===== src/rtl/trng_pkg.sv =====
package trng_pkg;

    localparam int unsigned DATA_W   = 32;
    localparam int unsigned OFS_CTRL = 32'h400;
    localparam int unsigned OFS_SCNT = 32'h404;
    localparam int unsigned OFS_DOUT = 32'h410;

    // Control fields, bit 5 down to bit 0
    typedef struct packed {
        logic [1:0] len;
        logic [1:0] src;
        logic       enable;
        logic       start;
    } trng_ctrl_t;

    localparam int unsigned CTRL_W = $bits(trng_ctrl_t);

    typedef enum logic [1:0] {
        ST_IDLE   = 2'd0,
        ST_SAMPLE = 2'd1,
        ST_FINISH = 2'd2
    } trng_state_e;

endpackage


===== src/rtl/trng_regs.sv =====
module trng_regs
    import trng_pkg::*;
#(
    parameter int unsigned ADDR_W = 12,
    parameter int unsigned CNT_W  = 32
) (
    input  logic              clk,
    input  logic              rst_n,
    input  logic [ADDR_W-1:0] addr,
    input  logic              we,
    input  logic [DATA_W-1:0] wdata,
    input  logic              hw_done,
    output trng_ctrl_t        ctrl_o,
    output logic [CNT_W-1:0]  scnt_o,
    output logic              kick_o
);

    logic [CTRL_W-1:0] ctrl_q, ctrl_d;
    logic [CTRL_W-1:0] wmask;
    logic [CNT_W-1:0]  scnt_q;
    logic              ctrl_hit, scnt_hit;

    assign ctrl_hit = we && (addr == ADDR_W'(OFS_CTRL));
    assign scnt_hit = we && (addr == ADDR_W'(OFS_SCNT));
    assign wmask    = wdata[16 +: CTRL_W];
    assign kick_o   = ctrl_hit && wdata[16] && wdata[0];

    // The hardware clear is applied first, so a masked software write of start overrides it
    always_comb begin
        ctrl_d = ctrl_q;
        if (hw_done) begin
            ctrl_d[0] = 1'b0;
        end
        if (ctrl_hit) begin
            ctrl_d = (ctrl_d & ~wmask) | (wdata[CTRL_W-1:0] & wmask);
        end
    end

    always_ff @(posedge clk or negedge rst_n) begin
        if (!rst_n) begin
            ctrl_q <= '0;
            scnt_q <= '0;
        end else begin
            ctrl_q <= ctrl_d;
            if (scnt_hit) begin
                scnt_q <= wdata[CNT_W-1:0];
            end
        end
    end

    assign ctrl_o = trng_ctrl_t'(ctrl_q);
    assign scnt_o = scnt_q;

    // enable moves only through a write whose mask bit 17 is set
    a_r2_enable_masked: assert property (@(posedge clk) disable iff (!rst_n)
        !(ctrl_hit && wdata[17]) |=> $stable(ctrl_q[1]));

    // a start write always leaves start set, even against completion
    a_r12_write_wins: assert property (@(posedge clk) disable iff (!rst_n)
        kick_o |=> ctrl_q[0]);

endmodule


===== src/rtl/trng_fsm.sv =====
module trng_fsm
    import trng_pkg::*;
#(
    parameter int unsigned CNT_W    = 32,
    parameter int unsigned MAX_BITS = 256
) (
    input  logic                        clk,
    input  logic                        rst_n,
    input  logic                        start,
    input  logic                        enable,
    input  logic [1:0]                  len,
    input  logic [CNT_W-1:0]            scnt,
    input  logic                        kick,
    output logic                        capture_o,
    output logic                        clear_o,
    output logic                        done_o,
    output logic [$clog2(MAX_BITS)-1:0] bit_idx_o
);

    localparam int unsigned IDX_W = $clog2(MAX_BITS);
    localparam int unsigned CHUNK = MAX_BITS / 4;

    trng_state_e      state_q, state_d;
    logic [CNT_W-1:0] cnt_q, reload;
    logic [IDX_W:0]   bits_q, tgt_q, tgt_d;
    logic             go, hit, last;

    assign go     = start && enable;
    assign reload = (scnt == '0) ? CNT_W'(1) : scnt;
    assign hit    = (cnt_q == CNT_W'(1));
    assign tgt_d  = (IDX_W+1)'((int'(len) + 1) * CHUNK);
    assign last   = (bits_q == tgt_q - 1'b1);

    // Next-state logic
    always_comb begin
        state_d = state_q;
        unique case (state_q)
            ST_IDLE:   if (go) state_d = ST_SAMPLE;
            ST_SAMPLE: begin
                if (kick || !go)   state_d = ST_IDLE;
                else if (hit && last) state_d = ST_FINISH;
            end
            ST_FINISH: state_d = ST_IDLE;
            default:   state_d = ST_IDLE;
        endcase
    end

    // State register and sampling datapath
    always_ff @(posedge clk or negedge rst_n) begin
        if (!rst_n) begin
            state_q <= ST_IDLE;
            cnt_q   <= '0;
            bits_q  <= '0;
            tgt_q   <= '0;
        end else begin
            state_q <= state_d;
            if (clear_o) begin
                cnt_q  <= reload;
                bits_q <= '0;
                tgt_q  <= tgt_d;
            end else if (capture_o) begin
                cnt_q  <= reload;
                bits_q <= bits_q + 1'b1;
            end else if (state_q == ST_SAMPLE) begin
                cnt_q  <= cnt_q - CNT_W'(1);
            end
        end
    end

    // Outputs
    always_comb begin
        capture_o = 1'b0;
        clear_o   = 1'b0;
        done_o    = 1'b0;
        unique case (state_q)
            ST_IDLE:   clear_o   = go;
            ST_SAMPLE: capture_o = go && !kick && hit;
            ST_FINISH: done_o    = 1'b1;
            default:   ;
        endcase
    end

    assign bit_idx_o = bits_q[IDX_W-1:0];

    // with enable low the machine is back in IDLE one cycle later
    a_r8_off_goes_idle: assert property (@(posedge clk) disable iff (!rst_n)
        !enable |=> (state_q == ST_IDLE));

    // completion is always preceded by the final capture
    a_r6_done_after_capture: assert property (@(posedge clk) disable iff (!rst_n)
        done_o |-> $past(capture_o));

    // the bit count never passes the requested length
    a_r6_count_bound: assert property (@(posedge clk) disable iff (!rst_n)
        bits_q <= tgt_q);

endmodule


===== src/rtl/trng_store.sv =====
module trng_store
    import trng_pkg::*;
#(
    parameter int unsigned MAX_BITS = 256
) (
    input  logic                                 clk,
    input  logic                                 rst_n,
    input  logic                                 clear,
    input  logic                                 capture,
    input  logic [$clog2(MAX_BITS)-1:0]          idx,
    input  logic                                 din,
    input  logic [$clog2(MAX_BITS/DATA_W)-1:0]   rd_word,
    input  logic [1:0]                           len,
    output logic [DATA_W-1:0]                    rd_data
);

    localparam int unsigned WORDS = MAX_BITS / DATA_W;
    localparam int unsigned WPC   = WORDS / 4;

    logic [MAX_BITS-1:0] buf_q;
    logic [DATA_W-1:0]   word_arr [WORDS];

    always_ff @(posedge clk or negedge rst_n) begin
        if (!rst_n) begin
            buf_q <= '0;
        end else if (clear) begin
            buf_q <= '0;
        end else if (capture) begin
            buf_q[idx] <= din;
        end
    end

    for (genvar w = 0; w < WORDS; w++) begin : g_word
        assign word_arr[w] = buf_q[w*DATA_W +: DATA_W];
    end

    always_comb begin
        if (int'(rd_word) < (int'(len) + 1) * WPC) rd_data = word_arr[rd_word];
        else                                        rd_data = '0;
    end

    // a clear leaves an empty buffer
    a_r9_clear_empty: assert property (@(posedge clk) disable iff (!rst_n)
        clear |=> (buf_q == '0));

    // one capture touches at most one buffer bit
    a_r5_single_bit: assert property (@(posedge clk) disable iff (!rst_n)
        capture |=> ($countones(buf_q ^ $past(buf_q)) <= 1));

endmodule


===== src/rtl/trng_collect.sv =====
module trng_collect
    import trng_pkg::*;
#(
    parameter int unsigned ADDR_W   = 12,
    parameter int unsigned CNT_W    = 32,
    parameter int unsigned MAX_BITS = 256
) (
    input  logic              clk,
    input  logic              rst_n,
    input  logic [ADDR_W-1:0] bus_addr,
    input  logic              bus_we,
    input  logic [31:0]       bus_wdata,
    output logic [31:0]       bus_rdata,
    output logic [1:0]        osc_sel,
    output logic              osc_en,
    input  logic              entropy_bit
);

    localparam int unsigned IDX_W  = $clog2(MAX_BITS);
    localparam int unsigned WORDS  = MAX_BITS / DATA_W;
    localparam int unsigned WSEL_W = $clog2(WORDS);

    trng_ctrl_t        ctrl;
    logic [CNT_W-1:0]  scnt;
    logic              kick, capture, clear, done;
    logic [IDX_W-1:0]  bit_idx;
    logic [WSEL_W-1:0] rd_word;
    logic [DATA_W-1:0] store_data;
    logic              in_dout;

    trng_regs #(.ADDR_W(ADDR_W), .CNT_W(CNT_W)) u_regs (
        .clk     (clk),
        .rst_n   (rst_n),
        .addr    (bus_addr),
        .we      (bus_we),
        .wdata   (bus_wdata),
        .hw_done (done),
        .ctrl_o  (ctrl),
        .scnt_o  (scnt),
        .kick_o  (kick)
    );

    trng_fsm #(.CNT_W(CNT_W), .MAX_BITS(MAX_BITS)) u_fsm (
        .clk       (clk),
        .rst_n     (rst_n),
        .start     (ctrl.start),
        .enable    (ctrl.enable),
        .len       (ctrl.len),
        .scnt      (scnt),
        .kick      (kick),
        .capture_o (capture),
        .clear_o   (clear),
        .done_o    (done),
        .bit_idx_o (bit_idx)
    );

    assign rd_word = WSEL_W'((bus_addr - ADDR_W'(OFS_DOUT)) >> 2);
    assign in_dout = (bus_addr >= ADDR_W'(OFS_DOUT)) &&
                     (bus_addr <  ADDR_W'(OFS_DOUT + 4 * WORDS)) &&
                     (bus_addr[1:0] == 2'b00);

    trng_store #(.MAX_BITS(MAX_BITS)) u_store (
        .clk     (clk),
        .rst_n   (rst_n),
        .clear   (clear),
        .capture (capture),
        .idx     (bit_idx),
        .din     (entropy_bit),
        .rd_word (rd_word),
        .len     (ctrl.len),
        .rd_data (store_data)
    );

    always_comb begin
        bus_rdata = '0;
        if (bus_addr == ADDR_W'(OFS_CTRL))      bus_rdata = 32'(ctrl);
        else if (bus_addr == ADDR_W'(OFS_SCNT)) bus_rdata = 32'(scnt);
        else if (in_dout)                       bus_rdata = store_data;
    end

    assign osc_en  = ctrl.enable;
    assign osc_sel = ctrl.enable ? ctrl.src : 2'b00;

    // a full-mask zero write leaves every control field cleared
    a_r10_full_stop: assert property (@(posedge clk) disable iff (!rst_n)
        (bus_we && bus_addr == ADDR_W'(OFS_CTRL) && bus_wdata == 32'hFFFF_0000)
        |=> (ctrl == '0));

endmodule


===== config.mk =====
export PLATFORM = sky130hd
export DESIGN_NAME = trng_collect
export DESIGN_NICKNAME = d
export VERILOG_FILES = /design/src/rtl/trng_pkg.sv /design/src/rtl/trng_regs.sv /design/src/rtl/trng_fsm.sv /design/src/rtl/trng_store.sv /design/src/rtl/trng_collect.sv
export SDC_FILE = /design/constraint.sdc
export NUM_CORES = 1
export LEC_CHECK = 0
export BUFFER_PORTS_ARGS = -buffer_cell sky130_fd_sc_hd__clkbuf_2
export CORE_MARGIN = 2
export CORE_UTILIZATION = 45
export CTS_CLUSTER_DIAMETER = 30
export DETAILED_ROUTE_END_ITERATION = 10
export GPL_ROUTABILITY_DRIVEN = 0
export GPL_TIMING_DRIVEN = 0
export PLACE_DENSITY = 0.59
export SLEW_MARGIN = 25
export SYNTH_ARGS = -nofsm -noshare
export SYNTH_HDL_FRONTEND = slang
export SYNTH_SLANG_ARGS = --single-unit

===== constraint.sdc =====
create_clock -name clk -period 3.77 [get_ports clk]
set_input_delay 0.5655 -clock clk [delete_from_list [all_inputs] [get_ports clk]]
set_output_delay 0.5655 -clock clk [all_outputs]
set_load 0.01 [all_outputs]

======== After elaboration in Yosys (flattened, before gate mapping) ========
Index checks and enable logic that the tools add are counted.
word-level totals
  flip-flop bits (word level) ............. 340
  bits of input ports ..................... 48
  output and inout port bits .............. 35
  word-level logic and storage cells ...... 80
operators by class
  add/subtract/negate cells ............... 5
  $lt $le $gt $ge ......................... 6
  equality and inequality tests ........... 8
  multiplexer cells ....................... 28
  bitwise operators ....................... 5
  reduce and logical (&&, ||, !) cells .... 20
operators by type and width
  kind                   count
  $mux 256               2
  $mux 32                10
  $bwmux 256             1
  $bmux 32 s3            1
  $eq 32x1->1 const B    1
  $logic_not 32->1       1
  $lt 3x32->1            1
  $sub 32x1->32 const B  1
  $eq 12x11->1 const B   2
  $mux 9                 2
  $and 6x6->6            2
  $ge 12x11->1 const B   1
  $lt 12x11->1 const B   1
  $logic_and 1x1->1      11
  $add 9x1->9 const B    1
  $eq 9x9->1             1
  $lt 8x9->1 const B     1
  $sub 9x1->9 const B    1
  $demux 1 s8            1
  $ge 8x1->1 const B     1
  $mux 2                 4
  $mux 1                 6
  $not 6->6              1
  $or 6x6->6             1
  15 further kinds       17

======== Depth between registers and ports, before layout ========
Gate-level depths: netlist (run 1).
  depth after elaboration ................. 10
  mapped depth ............................ 12
  mapped depth without buffers ............ 8

======== Hierarchy ========
A second synthesis (run 1) with hierarchy kept.
unflattened totals
  cells, all modules ...................... 1880
  area, all modules ....................... 20294.5 µm²
by module, submodules not included
  module        instances  cells each  area an instance (µm²)  seq. area each (µm²)
  trng_store    1          1386        15159.5                 6406.1
  trng_fsm      1          329         2886.5                  1151.1
  trng_regs     1          99          1690.4                  950.9
  trng_collect  1          66          558.0                   0.0

======== Least setup slack after synthesis (run 1) ========
OpenSTA, ideal clock, no wires.
  kind .................................... input to output
  from .................................... input bus_addr[4]
  to ...................................... output bus_rdata[2]
  data arrival time ....................... 2345 ps
  data required time ...................... 3204 ps
  path slack .............................. 859 ps
  stages on the path ...................... 9
  buffers on the path ..................... 2
  path through ............................ inv_2 -> buf_1 -> ha_1 -> o21a_1 -> nor2_1 -> o2111ai_1 -> clkbuf_1 -> o22ai_1 -> o31a_1
on the way
  word-level cells in the longest chain between the ends .. 9
  elaborated cells between the ends (all ways) .. 16
  classes of those cells .................. add/sub: 1; order compare: 3; eq/ne: 2; mux: 7; bitwise: 1; reduce/logical: 2
RTL lines
  element                                              line                RTL
  start, declared                                      trng_collect.sv:10  input logic [ADDR_W-1:0] bus_addr,
  branches (longest 8 deep; another with $lt 3x32->1)  -
  $mux 32 *                                            trng_collect.sv:76  if (bus_addr == ADDR_W'(OFS_CTRL)) bus_rdata = 32'(ctrl);
  end, declared                                        trng_collect.sv:13  output logic [31:0] bus_rdata,
Mark *: on every way between the ends. The select of a mux whose other input is x is not followed.

======== Final worst setup path (run 1) ========
  from .................................... input bus_addr[2]
  to ...................................... output bus_rdata[12]
Same word-level chain as after synthesis.

==> results.md, run 1 <==
* Status: finished, violations left
* Violated checks: setup timing
* Critical Path End Type: output pin
* Synthesized instance count at 1,982
* Peak VDD IR at 0.000440 V
* Fin. max-slew vios at 0
* Most frequent cells in the layout: dfrtp_1 (340), a21oi_1 (278), o21ai_0 (275), nand3_1 (261), clkbuf_1 (183)
* Synth warn at 0
* ANT nets after route at 0
* Hold Slack at 175 ps
* Clock skew at 24.9 ps
* Vias in the first global route at 18,000
* CTS Root Cell: clkbuf_16
* Max incr delay on CP at 710 ps
* FF+latch count, synth at 340
* Hold Vio Cnt, Final at 0
* Critical path peak fanout at 10
* Slew HR at 25.0%
* Synthesized cell area at 18,800 um2
* Slowest stage cell, crit path: mux2i_1
* Filler cell count at 3,663
* Antenna violations before repair at 9
* Slew @ Worst Pin at 1120 ps
* Routed len/inst at 28.6 um
* Crit path launch type: input pin
* Top_reg_cell synth: dfrtp_1
* Part of the Yosys area used for sequential elements at 45.3%
* Worst EP required at 3200 ps
* First-pass GRT wire length at 117,000 um
* Syn avg cell area at 9.48 um2
* Overflow left after global routing at 0
* Final setup fails at 1
* Max Cap Violations at 0
* Data arrival, critical path at 3240 ps
* Worst hold start: bus_wdata[9]
* Vias post-DR at 18,900
* Fmax at 263 MHz
* Post-synth ARST share at 100%
* Syn nets at 2,039
* # clock sinks at 340
* RR Startpoint: u_fsm.cnt_q[10]
* Clock slew at reported path FFs at 40 ps
* Initial DRT Pass Iterations at 6
* Crit path time final at 3810 ps
* Worst-skew pair later-pin latency at 640 ps
* Dpl cells at 2,598
* Share of post-route cells with drive strength above 1 at 19.1%
* Worst-path cell chain: buf_2 -> clkdlybuf4s15_2 -> mux4_2 -> mux2i_1 -> o21ai_0 -> clkbuf_2
* Core ar. at 41,000 um2
* Gr usage total at 36.2%
* Die width at 208 um
* DP HPWL at 57,100 um
* Fin cells at 2,766
* Total length of routed wires at 79,200 um
* Final #Nets at 2,217
* DRC viols at 0
* Row count at 74
* Most common cell after layout, fill and taps aside: dfrtp_1
* Drt via density at 6.82
* Hold Crit Class: in -> reg
* Final Worst Setup Slack at -36.5 ps
* Die area at 43,400 um2
* Num CTS Buffers at 90
* Fin util at 56.8%
* Largest net degree at the start of global routing at 83
* Chip height at 208 um
* IO Pins at 83
* Initial Util at 45.8%
* TritonCTS clock tree: yes
* Leak at 9.51 nW
* PortBufs at 80
* RSZ-0062 raised after global routing: true
* Iteration-0 DRC Markers at 2,614
* Cell variety after synth at 61
* Clock tree buffer depth at 3
* H-tree levels at 3
* Power density cells at 522 nW/um2
* Post-synth EDFFs at 0
* Fin crit share at 101%
* Source of the critical timing path: bus_addr[2]
* Area grow syn2layout at 23.9%
* Critical path class: in -> out
[state kept, by name, indices dropped and copies added, names as in the netlist, named ones only]
register / flops
u_fsm.state_q: 2
u_fsm.bits_q: 9
u_regs.ctrl_o: 1
u_regs.scnt_o: 32
u_fsm.cnt_q: 32
u_fsm.tgt_q: 3
u_store.buf_q: 256
[routing by layer]
metal,global-route usage [%],vias to the layer above,share of wire (%)
li1,-,7837,-
met1,47.7,9416,39
met2,55.3,1345,45
met3,9.75,258,11
met4,18.2,10,5.1
met5,0,-,0.087
[stage by stage]
step | total power [mW] | cell area [um2] | TNS, ps | worst slack (ps)
after detailed placement | 4.15 | 20000 | -11580 | -572
after floorplan | 3.92 | 18800 | 0 | 859
after CTS | 12.2 | 23200 | 0 | 57.7
after global placement | 4.13 | 19900 | -1929840 | -5710
final | 12.2 | 23300 | -36.5 | -36.5
after global routing | 12.4 | 23300 | 0 | 6.97
[layout make-up]
type / instances / area, um2 / area share (%)
buffer: 236 / 986 / 4.23
tap: 532 / 666 / 2.86
antenna: 2 / 5.00 / 0.0215
clock buffer: 111 / 2440 / 10.5
clock inverter: 53 / 748 / 3.21
multi-input combinational: 1389 / 9330 / 40.1
timing repair buffer: 86 / 541 / 2.32
inverter: 17 / 63.8 / 0.274
sequential: 340 / 8510 / 36.5
[power by group]
part | leakage [nW] | internal, mW | switching, mW
clock network | 1.56 | 5.60 | 2.46
registers | 4.64 | 3.67 | 0.0170
logic | 3.30 | 0.111 | 0.309
total | 9.51 | 9.38 | 2.78
[cell usage after synthesis, types with 4 or more instances]
| master | count | area share, % |
|---|---|---|
| nand2_1 | 82 | 1.6 |
| nor4_2 | 10 | 0.67 |
| nand4_1 | 51 | 1.7 |
| o22ai_1 | 6 | 0.20 |
| nor3_1 | 18 | 0.48 |
| buf_1 | 22 | 0.44 |
| nor2_1 | 24 | 0.48 |
| o31ai_1 | 23 | 0.92 |
| a211oi_1 | 7 | 0.28 |
| nor4_4 | 9 | 1.0 |
| or3_1 | 10 | 0.33 |
| o21ai_1 | 11 | 0.29 |
| nand3_1 | 261 | 7.0 |
| clkbuf_1 | 178 | 3.6 |
| mux2i_1 | 32 | 1.7 |
| a21oi_1 | 278 | 7.4 |
| dfrtp_1 | 340 | 45 |
| o211ai_1 | 12 | 0.48 |
| and3_1 | 10 | 0.33 |
| nor4bb_1 | 6 | 0.32 |
| xnor2_1 | 4 | 0.19 |
| and4b_1 | 7 | 0.37 |
| or4_1 | 25 | 1.0 |
| a31oi_1 | 7 | 0.23 |
| inv_1 | 16 | 0.32 |
| and2_1 | 15 | 0.50 |
| mux2_2 | 37 | 2.2 |
| o21ai_0 | 276 | 7.4 |
| o221ai_1 | 4 | 0.19 |
| ha_1 | 9 | 0.60 |
| o31a_1 | 7 | 0.33 |
| and4_1 | 4 | 0.19 |
| nor4b_1 | 6 | 0.28 |
| o221a_2 | 5 | 0.30 |
| buf_2 | 31 | 0.83 |
| nor4_1 | 26 | 0.87 |
| nor2b_1 | 4 | 0.13 |
| mux4_2 | 64 | 7.7 |
| a211o_1 | 6 | 0.28 |
[critical path: cells and delay by family]
family	cells	cell delay [ps]
buffers and inverters	3	1080
AO/OA/AOI/OAI	1	240
multiplexers	2	1320
[what timing repair did]
item,CTS,global route
hold buffers,1,0
setup buffers,0,0
endpoints found under the setup margin,32,32
hold endpoints to repair,27,0
gates resized for setup,13,17
[cell families (layout without fill, tap and decap cells)]
logic type / after synthesis / count (layout) / synth area share [%]
AOI/OAI and AO/OA: 657 / 657 / 18.9
and+or+nand+nor: 584 / 584 / 17.9
DFF: 340 / 340 / 45.3
buffers and inverters: 253 / 503 / 5.41
muxes: 133 / 133 / 11.6
adders and majority gates: 9 / 9 / 0.599
xor gates and xnor gates: 6 / 6 / 0.280
other: 0 / 2 / 0
[path summary, 6_finish.rpt]
| check | slack (ps) | endpoint | cells after the start |
|---|---|---|---|
| worst max-delay path | -40 | bus_rdata[12] | 6 |
| worst min-delay path | 180 | u_regs.scnt_o[9] | 2 |
| worst max register to register | 100 | u_store.buf_q[43] | 9 |
| worst min register to register | 510 | u_fsm.tgt_q[8] | 2 |
| max in group asynchronous | 2180 | u_store.buf_q[42] | 4 |
| min in group asynchronous | 400 | u_fsm.cnt_q[9] | 2 |
(Power assumes the default switching activity.)
==> inputs of run 2 (changes only) <==
--- a/config.mk
+++ b/config.mk
@@ -16,4 +16,5 @@
 export SLEW_MARGIN = 25
 export SYNTH_ARGS = -nofsm -noshare
 export SYNTH_HDL_FRONTEND = slang
+export SYNTH_HIERARCHICAL = 1
 export SYNTH_SLANG_ARGS = --single-unit
==> run 2 against run 1 <==
The flow now finishes without violations; clock power about the same; clock-buffer cell count increased by 33; sequential share of layout area decreased by 2.4 points; critical path depth increased by 2; critical endpoint is now bus_rdata[31].
==> results.md, run 2 <==
* Post-synth ARST share at 100% (unchanged)
* Synth warn at 6 (+6)
* PortBufs at 82 (+2.5%)
* Most frequent cells in the layout: dfrtp_1 (338), nand2b_1 (261), mux2i_1 (259), nand3_1 (250), clkbuf_1 (100)
* Clock slew at reported path FFs at 50 ps (about the same)
* Core ar. at 44,400 um2 (+8.3%)
* Most common cell after layout, fill and taps aside: dfrtp_1
* Critical Path End Type: output pin
* Total length of routed wires at 73,800 um (-6.8%)
* Synth top cells by count: dfrtp_1 (340), nand2b_1 (261), mux2i_1 (259)
* Num CTS Buffers at 94 (+4.4%)
* Hold Slack at 176 ps (+0.564 ps)
* Worst EP required at 3200 ps (about the same)
* Post-synth EDFFs at 0 (unchanged)
* IO Pins at 83 (unchanged)
* Reg2reg setup slack at 280 ps (+180 ps)
* H-tree levels at 3 (unchanged)
* Overflow left after global routing at 0 (unchanged)
* Iteration-0 DRC Markers at 1,856 (-29%)
* TritonCTS clock tree: yes
* Fin crit share at 98.4% (-2.5 points)
* Max reg flops at 256 (unchanged)
* Drt via density at 6.08 (-11%)
* Hold Crit Class: in -> reg
* Initial Util at 45.7% (-0.12 points)
* Syn nets at 1,935 (-5.1%)
* Fin. max-slew vios at 0 (unchanged)
* # clock sinks at 340 (unchanged)
* First-pass GRT wire length at 111,000 um (-5.2%)
* Synth top area cells: dfrtp_1 (42%), mux2i_1 (13%), nand2b_1 (8.0%), mux4_2 (7.1%), nand3_1 (6.2%)
* Synthesized instance count at 1,880 (-5.1%)
* Combinational family with the most area after synthesis: multiplexers
* Synth area leader: dfrtp_1
* Antenna Cells at 0 (-2)
* Max Cap Violations at 0 (unchanged)
* Adder-Cell Fraction of Synth Area at 0.432% (-0.17 points)
* Power density cells at 513 nW/um2 (-1.7%)
* Filler cell count at 3,778 (+3.1%)
* Reg2Reg Depth at 8 (-1)
* Initial DRT Pass Iterations at 5 (-1)
* Top_reg_cell synth: dfrtp_1
* Peak VDD IR at 0.000466 V (+5.7%)
* Worst hold start: bus_wdata[9]
* Part of the Yosys area used for sequential elements at 41.9% (-3.4 points)
* Vias in the first global route at 17,000 (-6.0%)
* Area grow syn2layout at 22.7%
* Hold Crit Depth at 2 (unchanged)
* Critical path class: in -> out
* Status: finished, final reports clean
* Synthesized cell area at 20,300 um2 (+8.0%)
* Vias post-DR at 16,600 (-12%)
* Final Worst Setup Slack at 58.8 ps (+95.4 ps)
* Simple-gate share of the synthesized area at 22.0% (+4.1 points)
* Final #Nets at 2,121 (-4.3%)
* Gr usage total at 31.9% (-4.3 points)
* FF+latch area at 8510 um2 (about the same)
* Die area at 46,800 um2 (+7.8%)
* DP HPWL at 51,400 um (-10%)
* Clock tree buffer depth at 3 (unchanged)
* Worst-skew pair later-pin latency at 630 ps (about the same)
* Multiplexer share of the synthesized area at 22.5% (+11 points)
* Hold Vio Cnt, Final at 0 (unchanged)
* RSZ-0062 raised after global routing: false
* ANT nets after route at 0 (unchanged)
* Most frequent cell after synthesis: dfrtp_1
* Critical path peak fanout at 10 (unchanged)
* Row count at 77 (+4.1%)
* Most flop-heavy register: u_store/buf_q
* FF+latch count, synth at 340 (unchanged)
* Clock skew at 30.9 ps (+5.97 ps)
* Final setup fails at 0 (-1)
* Share of the synthesized area in the top cell type at 41.9% (-3.4 points)
* Fmax at 269 MHz (+2.6%)
* Routed len/inst at 27.0 um (-5.8%)
* Cell variety after synth at 76 (+25%)
* Die width at 216 um (+3.8%)
* Chip height at 216 um (+3.8%)
* CTS Root Cell: clkbuf_16
* Setup TNS at 0 ps (+36.5 ps)
* Compound-Gate Fraction of Synth Area at 5.01% (-14 points)
* Share of post-route cells with drive strength above 1 at 24.5% (+5.4 points)
* Worst r2r dst: u_store/buf_q[125]
* Crit path launch type: input pin
* Worst Hold End: u_regs/scnt_o[9]
* Slew HR at 39.7% (+15 points)
* DRC viols at 0 (unchanged)
* Slew @ Worst Pin at 904 ps (-212 ps)
* Syn avg cell area at 10.8 um2 (+14%)
* Area occupied by multi-input gates at 10,400 um2 (+12%)
* Leak at 12.4 nW (+31%)
* Setup WS pre-CTS at -337 ps (+236 ps)
* XOR/XNOR share of the synthesized area at 1.12% (+0.84 points)
* Data arrival, critical path at 3150 ps (-90 ps)
* Crit path time final at 3710 ps (-95.4 ps)
* Antenna violations before repair at 3 (-6)
* Largest net degree at the start of global routing at 79 (-4.8%)
==> run 2: repair_timing <==
item | in CTS | in global routing
hold buffers | 1 | 0
pin swaps | 0 | 3
endpoints found under the hold margin | 54 | 0
gates resized for setup | 12 | 14
endpoints found under the setup margin | 183 | 181
buffers inserted | 0 | 4
==> run 2: logic make-up (layout without fill, tap and decap cells) <==
group	after synthesis	after routing
AO/OA/AOI/OAI	145	145
XOR/XNOR	26	26
adder cells (fa/ha/maj)	7	7
buffers and inverters	274	537
flip-flops	340	340
multiplexers	360	360
AND/OR/NAND/NOR	728	728
==> run 2: cell type report <==
cell class,count,share of cell area (%)
Buffer,195,4.65
Inverter,78,1.19
Clock buffer,144,11.4
Tap cell,592,2.98
Timing Repair Buffer,91,2.29
Multi-Input combinational cell,1266,41.8
Sequential cell,340,34.2
Clock inverter,29,1.49
==> run 2: critical path, cell delays in order <==
cell	delay (ps)
clkbuf_2	210
clkbuf_1	640
buf_2	520
mux4_2	380
inv_1	220
o22ai_1	210
a22o_1	250
clkbuf_2	130
==> run 2: worst max-delay path by stage <==
stage	slack (ps)	depth (start not counted)	start	end
floorplan	930	9	u_fsm/cnt_q[12]	u_store/buf_q[196]
detailed placement	-340	13	bus_addr[10]	u_store/buf_q[16]
CTS	-2	9	flip-flop	bus_rdata[9]
finish	60	8	bus_addr[3]	bus_rdata[31]
global route	20	11	flip-flop	bus_rdata[2]
global placement	-5820	1	rst_n	u_store/buf_q[124]
==> run 2: power by group <==
group	total [mW]	internal [mW]	switching, mW
Combinational	0.813	0.309	0.504
Sequential	3.95	3.83	0.115
Clock	8.02	5.66	2.37
==> run 2: metrics by stage <==
stage | total power, mW | utilization, % | instance area (um2) | instances
after floorplan | 4.41 | - | 20300 | 1880
after CTS | 12.8 | 55.9 | 24800 | 2731
after detailed placement | 4.78 | 48.6 | 21600 | 2558
final | 12.8 | 56.1 | 24900 | 2735
after global routing | 13.1 | 56.1 | 24900 | 2735
after global placement | 4.75 | 48.3 | 21400 | 2554
==> run 2: routing by layer <==
metal  track usage [%]  vias to the layer above  wire length (um)
met4              13.1                        6              3110
met2              48.5                      830             33100
met1              44.4                     8520             31700
met5                 0                        -                41
li1                  -                     7088                 -
met3              6.76                      179              5870
==> inputs of run 3 (changes only) <==
--- a/config.mk
+++ b/config.mk
@@ -12,6 +12,7 @@
 export DETAILED_ROUTE_END_ITERATION = 10
 export GPL_ROUTABILITY_DRIVEN = 0
 export GPL_TIMING_DRIVEN = 0
+export MAX_ROUTING_LAYER = met4
 export PLACE_DENSITY = 0.59
 export SLEW_MARGIN = 25
 export SYNTH_ARGS = -nofsm -noshare
==> run 3 against run 2 <==
Die area stayed put; clock skew is 4.0 ps lower; register-to-register slack got worse by 20 ps; fmax is 0.32% higher; clock power about the same; final cell count barely moved; first-iteration DRC count grew 5.9%; largest power group unchanged; setup slack better by 12 ps.
==> results.md, run 3 (synthesis results as in run 2) <==
* Chip height at 216 um (unchanged)
* Final #Nets at 2,122 (+0.047%)
* Slowest stage cell, crit path: dfrtp_1
* Num CTS Buffers at 94 (unchanged)
* Critical Path End Type: output pin
* H-tree levels at 3 (unchanged)
* Most frequent cells in the layout: dfrtp_1 (340), nand2b_1 (261), mux2i_1 (259), nand3_1 (250), clkbuf_1 (100)
* CP Buf/Inv Count at 4 (-1)
* Share of post-route cells with drive strength above 1 at 24.4% (-0.058 points)
* Max reg flops at 256 (unchanged)
* Largest net degree at the start of global routing at 79 (unchanged)
* Gr usage total at 32.9% (+0.97 points)
* Status: finished, final reports clean
* Max Cap Violations at 0 (unchanged)
* Critical path class: reg -> out
* # clock sinks at 340 (unchanged)
* Crit path launch type: flip-flop
* Area grow syn2layout at 22.7% (about the same)
* Hold Vio Cnt, Final at 0 (unchanged)
* Routed len/inst at 26.9 um (-0.20%)
* PortBufs at 82 (unchanged)
* Clock skew at 26.9 ps (-3.97 ps)
* CP top delay family: compound AO/OA/AOI/OAI gates
* Power density cells at 513 nW/um2 (about the same)
* Iteration-0 DRC Markers at 1,965 (+5.9%)
* TritonCTS clock tree: yes
* Most frequent cell on the critical path: ha_1
* DP HPWL at 51,400 um (unchanged)
* IO Pins at 83 (unchanged)
* Slew @ Worst Pin at 913 ps (+9.46 ps)
* Drt via density at 6.05 (-0.49%)
* Peak VDD IR at 0.000464 V (-0.37%)
* First-pass GRT wire length at 111,000 um (about the same)
* Most common cell after layout, fill and taps aside: dfrtp_1
* Placed inst area at 21,600 um2 (unchanged)
* Core ar. at 44,400 um2 (unchanged)
* Leak at 12.4 nW (about the same)
* Final setup fails at 0 (unchanged)
* Hold Crit Depth at 2 (unchanged)
* Fin crit share at 98.1% (-0.31 points)
* Fmax at 270 MHz (+0.32%)
* RSZ-0062 raised after global routing: false
* Clock slew at reported path FFs at 50 ps (about the same)
* DRC viols at 0 (unchanged)
* CTS Root Cell: clkbuf_16
* Worst-path cell chain: ha_1 -> inv_1 -> ha_1 -> nand2b_1 -> o211ai_1 -> buf_4 -> clkbuf_4 -> o22ai_1 -> a22o_1 -> clkbuf_2
* Most flop-heavy register: u_store/buf_q
* CP Depth at 10 (+2)
* Initial Util at 45.7% (unchanged)
* ANT nets after route at 0 (unchanged)
* Final Worst Setup Slack at 70.6 ps (+11.8 ps)
* Overflow left after global routing at 0 (unchanged)
* Vias post-DR at 16,600 (-0.42%)
* Max incr delay on CP at 510 ps (-130 ps)
* Slew HR at 39.1% (-0.63 points)
* Reg2Reg Depth at 8 (unchanged)
* Initial DRT Pass Iterations at 5 (unchanged)
* Vias in the first global route at 16,900 (-0.17%)
* Row count at 77 (unchanged)
* Setup WS pre-CTS at -337 ps (unchanged)
* Post-layout power at 12.8 mW (about the same)
* Antenna violations before repair at 1 (-2)
* Fin. max-slew vios at 0 (unchanged)
* Worst EP required at 3200 ps (about the same)
* Clock tree buffer depth at 3 (unchanged)
* Fin util at 56.1% (about the same)
* Critical path peak fanout at 10 (unchanged)
* Worst-skew pair later-pin latency at 630 ps (about the same)
* Total length of routed wires at 73,700 um (-0.13%)
* Filler cell count at 3,784 (+0.16%)
* Crit path time final at 3700 ps (-11.8 ps)
* Data arrival, critical path at 3130 ps (-20 ps)
* Hold Crit Class: in -> reg
* Die area at 46,800 um2 (unchanged)
* Die width at 216 um (unchanged)
* Final instance area at 24,900 um2 (about the same)
-- run 3: per-layer routing --
layer	share of wire, %	GRT usage [%]	routed length (um)	vias to the layer above
met3	8.0	6.69	5860	179
met1	43	44.5	31600	8473
met5	0	-	0	-
li1	-	-	-	7089
met2	45	48.7	33100	813
met4	4.2	12.7	3100	0
-- run 3: path summary, 6_finish.rpt --
path	from	to	slack, ps
hold / removal	bus_wdata[9]	u_regs/scnt_o[9]	180
setup / recovery	flip-flop	bus_rdata[13]	70
hold reg to reg	u_store/buf_q[196]	u_store/buf_q[196]	540
setup reg to reg	flip-flop	u_store/buf_q[125]	260
min in group asynchronous	rst_n	u_fsm/cnt_q[8]	500
max in group asynchronous	rst_n	u_store/buf_q[29]	1980
-- run 3: final cells by class --
type / count / area, um2 / area share (%)
tap: 592 / 741 / 2.97
clock buffer: 144 / 2850 / 11.4
timing repair buffer: 92 / 577 / 2.32
multi-input combinational: 1266 / 10400 / 41.8
buffer: 195 / 1160 / 4.67
clock inverter: 29 / 372 / 1.49
sequential: 340 / 8510 / 34.2
antenna: 1 / 2.50 / 0.0100
inverter: 78 / 297 / 1.19
-- run 3: what timing repair did --
action,in CTS,in global routing
gates resized for setup,12,16
setup endpoints to repair,183,181
pin swaps,0,3
hold buffers,1,0
endpoints found under the hold margin,54,0
buffers inserted,0,5
-- run 3: power breakdown --
group | total (mW) | internal, mW | switching, mW | leakage, nW
clock network | 8.02 | 5.66 | 2.36 | 1.58
registers | 3.95 | 3.83 | 0.115 | 3.44
logic | 0.813 | 0.310 | 0.503 | 7.39
-- run 3: metrics by stage --
stage | hold WS (ps) | TNS (ps) | cells
floorplan | 270 | 0 | 1880
global placement | 500 | -1975020 | 2554
detailed placement | 510 | -10140 | 2558
CTS | 155 | -1.90 | 2731
global route | 169 | 0 | 2737
finish | 179 | 0 | 2737
